==> src/rtl/dbg_obs_pkg.sv <==
package dbg_obs_pkg;

    typedef enum logic [3:0] {
        RS_CTRL,
        RS_MUX,
        RS_PINS,
        RS_GSET,
        RS_GCLR,
        RS_GVAL,
        RS_VER,
        RS_IDENT,
        RS_SIZE,
        RS_NONE
    } reg_sel_e;

    function automatic reg_sel_e decode_addr(input logic [31:0] byte_addr);
        reg_sel_e r;
        case (byte_addr)
            32'h000: r = RS_CTRL;
            32'h004: r = RS_MUX;
            32'h010: r = RS_PINS;
            32'h014: r = RS_GSET;
            32'h018: r = RS_GCLR;
            32'h01C: r = RS_GVAL;
            32'h3F4: r = RS_VER;
            32'h3F8: r = RS_IDENT;
            32'h3FC: r = RS_SIZE;
            default: r = RS_NONE;
        endcase
        return r;
    endfunction

endpackage

==> src/rtl/dbg_obs_regs.sv <==
module dbg_obs_regs
    import dbg_obs_pkg::*;
#(
    parameter int NUM_PINS = 8,
    parameter int SEL_W    = 4,
    parameter int DATA_W   = 32,
    parameter int ADDR_W   = 10
) (
    input  logic                      clk,
    input  logic                      rst_n,
    input  logic                      wr_en,
    input  logic [ADDR_W-1:0]         addr,
    input  logic [DATA_W-1:0]         wdata,
    output logic                      ctrl_en,
    output logic [NUM_PINS*SEL_W-1:0] mux_sel,
    output logic [NUM_PINS-1:0]       gpo
);

    localparam int MUX_W = NUM_PINS * SEL_W;

    typedef struct packed {
        logic                en;
        logic [MUX_W-1:0]    mux;
        logic [NUM_PINS-1:0] gpo;
    } regs_t;

    regs_t               regs_d, regs_q;
    logic [NUM_PINS-1:0] set_mask;
    logic [NUM_PINS-1:0] clr_mask;
    reg_sel_e            wsel;

    always_comb begin
        regs_d   = regs_q;
        set_mask = '0;
        clr_mask = '0;
        wsel     = decode_addr(32'(addr));
        if (wr_en) begin
            case (wsel)
                RS_CTRL: regs_d.en  = wdata[0];
                RS_MUX:  regs_d.mux = wdata[MUX_W-1:0];
                RS_GSET: set_mask   = wdata[NUM_PINS-1:0];
                RS_GCLR: clr_mask   = wdata[NUM_PINS-1:0];
                default: ;
            endcase
        end
        // set has priority over clear on the same bit
        regs_d.gpo = (regs_q.gpo & ~clr_mask) | set_mask;
    end

    always_ff @(posedge clk or negedge rst_n) begin
        if (!rst_n) begin
            regs_q <= '0;
        end else begin
            regs_q <= regs_d;
        end
    end

    assign ctrl_en = regs_q.en;
    assign mux_sel = regs_q.mux;
    assign gpo     = regs_q.gpo;

endmodule

==> src/rtl/dbg_obs_pin_sel.sv <==
module dbg_obs_pin_sel #(
    parameter int SEL_W = 4
) (
    input  logic                clk,
    input  logic                rst_n,
    input  logic                en,
    input  logic [SEL_W-1:0]    sel,
    input  logic [2**SEL_W-1:0] obs,
    input  logic                gpo_bit,
    output logic                pin
);

    localparam logic [SEL_W-1:0] GPO_CODE = {SEL_W{1'b1}};

    logic pin_d, pin_q;

    always_comb begin
        if (!en) begin
            pin_d = 1'b0;
        end else if (sel == GPO_CODE) begin
            pin_d = gpo_bit;
        end else begin
            pin_d = obs[sel];
        end
    end

    always_ff @(posedge clk or negedge rst_n) begin
        if (!rst_n) begin
            pin_q <= 1'b0;
        end else begin
            pin_q <= pin_d;
        end
    end

    assign pin = pin_q;

endmodule

==> src/rtl/dbg_obs_rdata.sv <==
module dbg_obs_rdata
    import dbg_obs_pkg::*;
#(
    parameter int          NUM_PINS    = 8,
    parameter int          SEL_W       = 4,
    parameter int          DATA_W      = 32,
    parameter int          ADDR_W      = 10,
    parameter logic [3:0]  VER_MAJOR   = 4'h2,
    parameter logic [3:0]  VER_MINOR   = 4'h1,
    parameter logic [31:0] IDENT_WORD  = 32'h4442_4730,
    parameter logic [31:0] SIZE_WORD   = 32'h0000_0008
) (
    input  logic                      clk,
    input  logic                      rst_n,
    input  logic                      rd_en,
    input  logic [ADDR_W-1:0]         addr,
    input  logic                      ctrl_en,
    input  logic [NUM_PINS*SEL_W-1:0] mux_sel,
    input  logic [NUM_PINS-1:0]       gpo,
    input  logic [NUM_PINS-1:0]       pins,
    output logic [DATA_W-1:0]         rdata
);

    localparam int MUX_W = NUM_PINS * SEL_W;

    logic [DATA_W-1:0] rdata_d, rdata_q;
    reg_sel_e          rsel;

    always_comb begin
        rdata_d = rdata_q;
        rsel    = decode_addr(32'(addr));
        if (rd_en) begin
            rdata_d = '0;
            case (rsel)
                RS_CTRL:  rdata_d[0]            = ctrl_en;
                RS_MUX:   rdata_d[MUX_W-1:0]    = mux_sel;
                RS_PINS:  rdata_d[NUM_PINS-1:0] = pins;
                RS_GSET:  rdata_d[NUM_PINS-1:0] = gpo;
                RS_GVAL:  rdata_d[NUM_PINS-1:0] = gpo;
                RS_VER:   rdata_d[7:0]          = {VER_MAJOR, VER_MINOR};
                RS_IDENT: rdata_d               = DATA_W'(IDENT_WORD);
                RS_SIZE:  rdata_d               = DATA_W'(SIZE_WORD);
                default:  rdata_d               = '0;
            endcase
        end
    end

    always_ff @(posedge clk or negedge rst_n) begin
        if (!rst_n) begin
            rdata_q <= '0;
        end else begin
            rdata_q <= rdata_d;
        end
    end

    assign rdata = rdata_q;

endmodule

==> src/rtl/dbg_obs_mux.sv <==
module dbg_obs_mux #(
    parameter int          NUM_PINS   = 8,
    parameter int          SEL_W      = 4,
    parameter int          DATA_W     = 32,
    parameter int          ADDR_W     = 10,
    parameter logic [3:0]  VER_MAJOR  = 4'h2,
    parameter logic [3:0]  VER_MINOR  = 4'h1,
    parameter logic [31:0] IDENT_WORD = 32'h4442_4730,
    parameter logic [31:0] SIZE_WORD  = 32'h0000_0008
) (
    input  logic                              clk,
    input  logic                              rst_n,
    input  logic                              reg_wr_en,
    input  logic                              reg_rd_en,
    input  logic [ADDR_W-1:0]                 reg_addr,
    input  logic [DATA_W-1:0]                 reg_wdata,
    output logic [DATA_W-1:0]                 reg_rdata,
    input  logic [NUM_PINS*(2**SEL_W)-1:0]    obs_in,
    output logic [NUM_PINS-1:0]               dbg_pin
);

    localparam int SRC_N = 2 ** SEL_W;
    localparam int MUX_W = NUM_PINS * SEL_W;

    logic                ctrl_en;
    logic [MUX_W-1:0]    mux_sel;
    logic [NUM_PINS-1:0] gpo;

    dbg_obs_regs #(
        .NUM_PINS (NUM_PINS),
        .SEL_W    (SEL_W),
        .DATA_W   (DATA_W),
        .ADDR_W   (ADDR_W)
    ) regs_i (
        .clk      (clk),
        .rst_n    (rst_n),
        .wr_en    (reg_wr_en),
        .addr     (reg_addr),
        .wdata    (reg_wdata),
        .ctrl_en  (ctrl_en),
        .mux_sel  (mux_sel),
        .gpo      (gpo)
    );

    for (genvar n = 0; n < NUM_PINS; n++) begin : g_pin
        dbg_obs_pin_sel #(
            .SEL_W   (SEL_W)
        ) sel_i (
            .clk     (clk),
            .rst_n   (rst_n),
            .en      (ctrl_en),
            .sel     (mux_sel[n*SEL_W +: SEL_W]),
            .obs     (obs_in[n*SRC_N +: SRC_N]),
            .gpo_bit (gpo[n]),
            .pin     (dbg_pin[n])
        );
    end

    dbg_obs_rdata #(
        .NUM_PINS   (NUM_PINS),
        .SEL_W      (SEL_W),
        .DATA_W     (DATA_W),
        .ADDR_W     (ADDR_W),
        .VER_MAJOR  (VER_MAJOR),
        .VER_MINOR  (VER_MINOR),
        .IDENT_WORD (IDENT_WORD),
        .SIZE_WORD  (SIZE_WORD)
    ) rdata_i (
        .clk        (clk),
        .rst_n      (rst_n),
        .rd_en      (reg_rd_en),
        .addr       (reg_addr),
        .ctrl_en    (ctrl_en),
        .mux_sel    (mux_sel),
        .gpo        (gpo),
        .pins       (dbg_pin),
        .rdata      (reg_rdata)
    );

endmodule

==> config.mk <==
export PLATFORM = sky130hd
export DESIGN_NAME = dbg_obs_mux
export DESIGN_NICKNAME = d
export VERILOG_FILES = /design/src/rtl/dbg_obs_pkg.sv /design/src/rtl/dbg_obs_regs.sv /design/src/rtl/dbg_obs_pin_sel.sv /design/src/rtl/dbg_obs_rdata.sv /design/src/rtl/dbg_obs_mux.sv
export SDC_FILE = /design/constraint.sdc
export NUM_CORES = 1
export LEC_CHECK = 0
export CAP_MARGIN = 20
export CELL_PAD_IN_SITES_DETAIL_PLACEMENT = 0
export CELL_PAD_IN_SITES_GLOBAL_PLACEMENT = 1
export CORE_MARGIN = 1
export CORE_UTILIZATION = 28
export DETAILED_ROUTE_END_ITERATION = 8
export GPL_TIMING_DRIVEN = 0
export HOLD_SLACK_MARGIN = 0.08
export PLACE_DENSITY = 0.79
export REMOVE_ABC_BUFFERS = 1
export SLEW_MARGIN = 20
export SYNTH_ARGS = -nofsm -noshare
export SYNTH_HDL_FRONTEND = slang
export SYNTH_SLANG_ARGS = --single-unit
==> constraint.sdc <==
create_clock -name clk -period 1.7 [get_ports clk]
set_input_delay 0.34 -clock clk [delete_from_list [all_inputs] [get_ports clk]]
set_output_delay 0.34 -clock clk [all_outputs]
set_load 0.05 [all_outputs]
==> metrics.txt <==
Final nets 745; layout cells sized above 1 28.8%; Top Ports 214; synth warn 0; asr flop ratio synth 100%; library cells used by synthesis 44; setup repair after global routing missed its margin yes; r2r setup slk -0.08 ns; top-count cell post-synth dfrtp_1; Routed Antenna Nets 0; share of the synthesized area in the top cell type 44.5%; Max-Cap Viols 0; failing checks negative setup slack; drt first-iter violations 262; final setup fails 4; Worst path max stage delay 0.54 ns; Num CTS Buffers 9; post-synthesis cell area 4550 um2; Remaining DRCs 0; Via density 5.00; Fin. Hold Viols 0; startpoint types flip-flop; Tightest Pin Transition 0.700 ns; first-pass GRT wire length 23100 um; Worst-Skew Late Latency 0.34 ns; crit path DAT 2.00 ns; top cells by area, synth dfrtp_1, mux4_2, mux2_2; H-tree Lvls 3; min-delay worst type in -> reg; Post-DP Area 6710 um2; grt total ovfl 0; PwrDens 641 nW/um2; Post-Synth Adder-Cell Area 0%; I/O Buffers 205; clock sink total 81; core area 15900 um2; Post-synth EDFFs 0; cell taking the most area after synthesis dfrtp_1; fraction of the mapped netlist area in compound gates 11.6%; Worst path most repeated cell mux4_2; Syn Inst Count 363; Seq/Total Area, Yosys 44.5%; pin count of the biggest net entering global routing 45; final instance area 7350 um2; via count 3963; critical setup path kind reg -> reg; standard-cell rows 46; Reg clk slew, reported paths 0.07 ns; TritonCTS clock tree done; post-synthesis xor/xnor area fraction 0%; Final Slew Violations 0; main flop type after synthesis dfrtp_1; Area growth syn-to-layout 61.6%; CTS Buffer Depth 2; Initial Utilization 28.6%; antenna cell count 0; largest family of logic cells by synthesized area multiplexers; CP required 1.92 ns; DRT Pass-1 Iters 4; dpl hpwl 11200 um; final core utilization 46.3%; clk_skew 0.00795 ns; Routed WL 15400 um; outcome complete, but fails checks; VDD IR max 493 uV; highest clock rate 0.563 GHz; Root Buffer clkbuf_16; slew margin rel. 53.4%; mux share of post-synthesis cell area 26.7%; P_leak 3.33 nW; hold slack 0.421 ns; Critical Path, Cell by Cell mux4_2 > mux4_2 > and3_4; mean post-synth cell area 12.5 um2; Tcrit/Tclk final 105%; initial antenna violation count 0; die width 129 um; gp weighted congestion 0.816; wire per inst 19.4 um; number of global-route vias before repair 4184; setup ws final -0.0774 ns; Period minus WS final 1.78 ns; CP Max Fanout 8; GRT Overall Usage 18.7%; number of synthesized register bits 81; pre-CTS setup slack -1.18 ns; Die ar. 16800 um2; Die Y 129 um; Post-Synth Simple-Gate Area 11.5%; leading post-synthesis cells by instance count dfrtp_1, mux4_2, mux2_2, nand2_1, nor2_1; crit end category flip-flop; Crit-path slowest cell mux4_2
==> worst paths after layout <==
check | start | end | depth (start not counted)
max | regs_i.mux_sel[24] | g_pin[6].sel_i.pin | 3
min | reg_wr_en | regs_i.ctrl_en | 3
max reg2reg | regs_i.mux_sel[24] | g_pin[6].sel_i.pin | 3
min reg2reg | rdata_i.rdata[19] | rdata_i.rdata[19] | 1
max in group asynchronous | rst_n | regs_i.mux_sel[16] | 3
min in group asynchronous | rst_n | regs_i.mux_sel[11] | 2
==> layout make-up <==
cell class	count	area, um2
repair buffers	231	2290
repair inverters	1	7.51
fillers	1497	8530
well taps	216	270
clock inverters	7	77.6
multi-input cells	240	2410
clock buffers	9	225
flip-flops and latches	81	2040
inverters	7	30.0
==> timing repair <==
item,CTS,global route
gates cloned,4,0
gates resized for setup,106,27
hold buffers,1,0
setup endpoints to repair,120,70
pin swaps,18,9
endpoints found under the hold margin,37,0
buffers inserted,19,0
==> stage by stage <==
stage / total power, mW / TNS, ns / std cells
2_1_floorplan: 2.22 / -15.20 / 328
3_3_place_gp: 2.74 / -318.88 / 749
3_5_place_dp: 2.76 / -72.40 / 752
4_1_cts: 4.77 / -0.294 / 792
5_1_grt: 4.91 / -0.452 / 792
6_report: 4.71 / -0.165 / 792
==> flip-flops by register name, summed over array words and instances (netlist names) <==
| register | count |
|---|---|
| g_pin.sel_i.pin | 8 |
| regs_i.mux_sel | 32 |
| rdata_i.rdata | 32 |
| regs_i.ctrl_en | 1 |
| regs_i.gpo | 8 |
==> routing by layer <==
| metal | wire (um) | global-route usage [%] | part of all wire [%] |
|---|---|---|---|
| met5 | 0 | 0 | 0 |
| met4 | 264 | 5.06 | 1.7 |
| met3 | 1040 | 4.38 | 6.8 |
| met2 | 7650 | 32.2 | 50 |
| met1 | 6420 | 23.4 | 42 |
==> cells in the final DEF (no fill, tap or decap), types with 3 or more instances in the layout <==
master,instances
clkdlybuf4s50_1,152
clkbuf_2,3
o21ai_0,4
dfrtp_2,9
nor2b_1,4
nand3_1,11
dlygate4sd2_1,39
a211oi_1,3
clkbuf_16,9
dfrtp_1,72
o2bb2ai_2,3
clkinvlp_4,3
a22o_1,13
a21oi_1,12
a21o_1,13
or3_4,3
buf_2,3
buf_16,4
buf_4,19
and3_1,15
buf_6,3
inv_1,5
mux4_2,36
a22oi_1,8
mux2_2,34
nand2_1,24
nor2_1,16
a22o_2,3
==> cell families after synthesis <==
group	Yosys count
AOI/OAI and AO/OA	70
buffers and inverters	42
DFF	81
muxes	72
and+or+nand+nor	98
==> critical path: cells and delay by family, from the launching register on <==
family	cells	cell delay (ns)
DFF	1	0.47
muxes	2	1.01
and+or+nand+nor	1	0.18
==> power by group <==
part	internal (mW)	total, mW	switching (mW)
combinational	0.475	0.753	0.278
clock	1.15	1.97	0.816
sequential	1.96	1.99	0.0331
No activity file was read; power rests on OpenSTA's default activity.
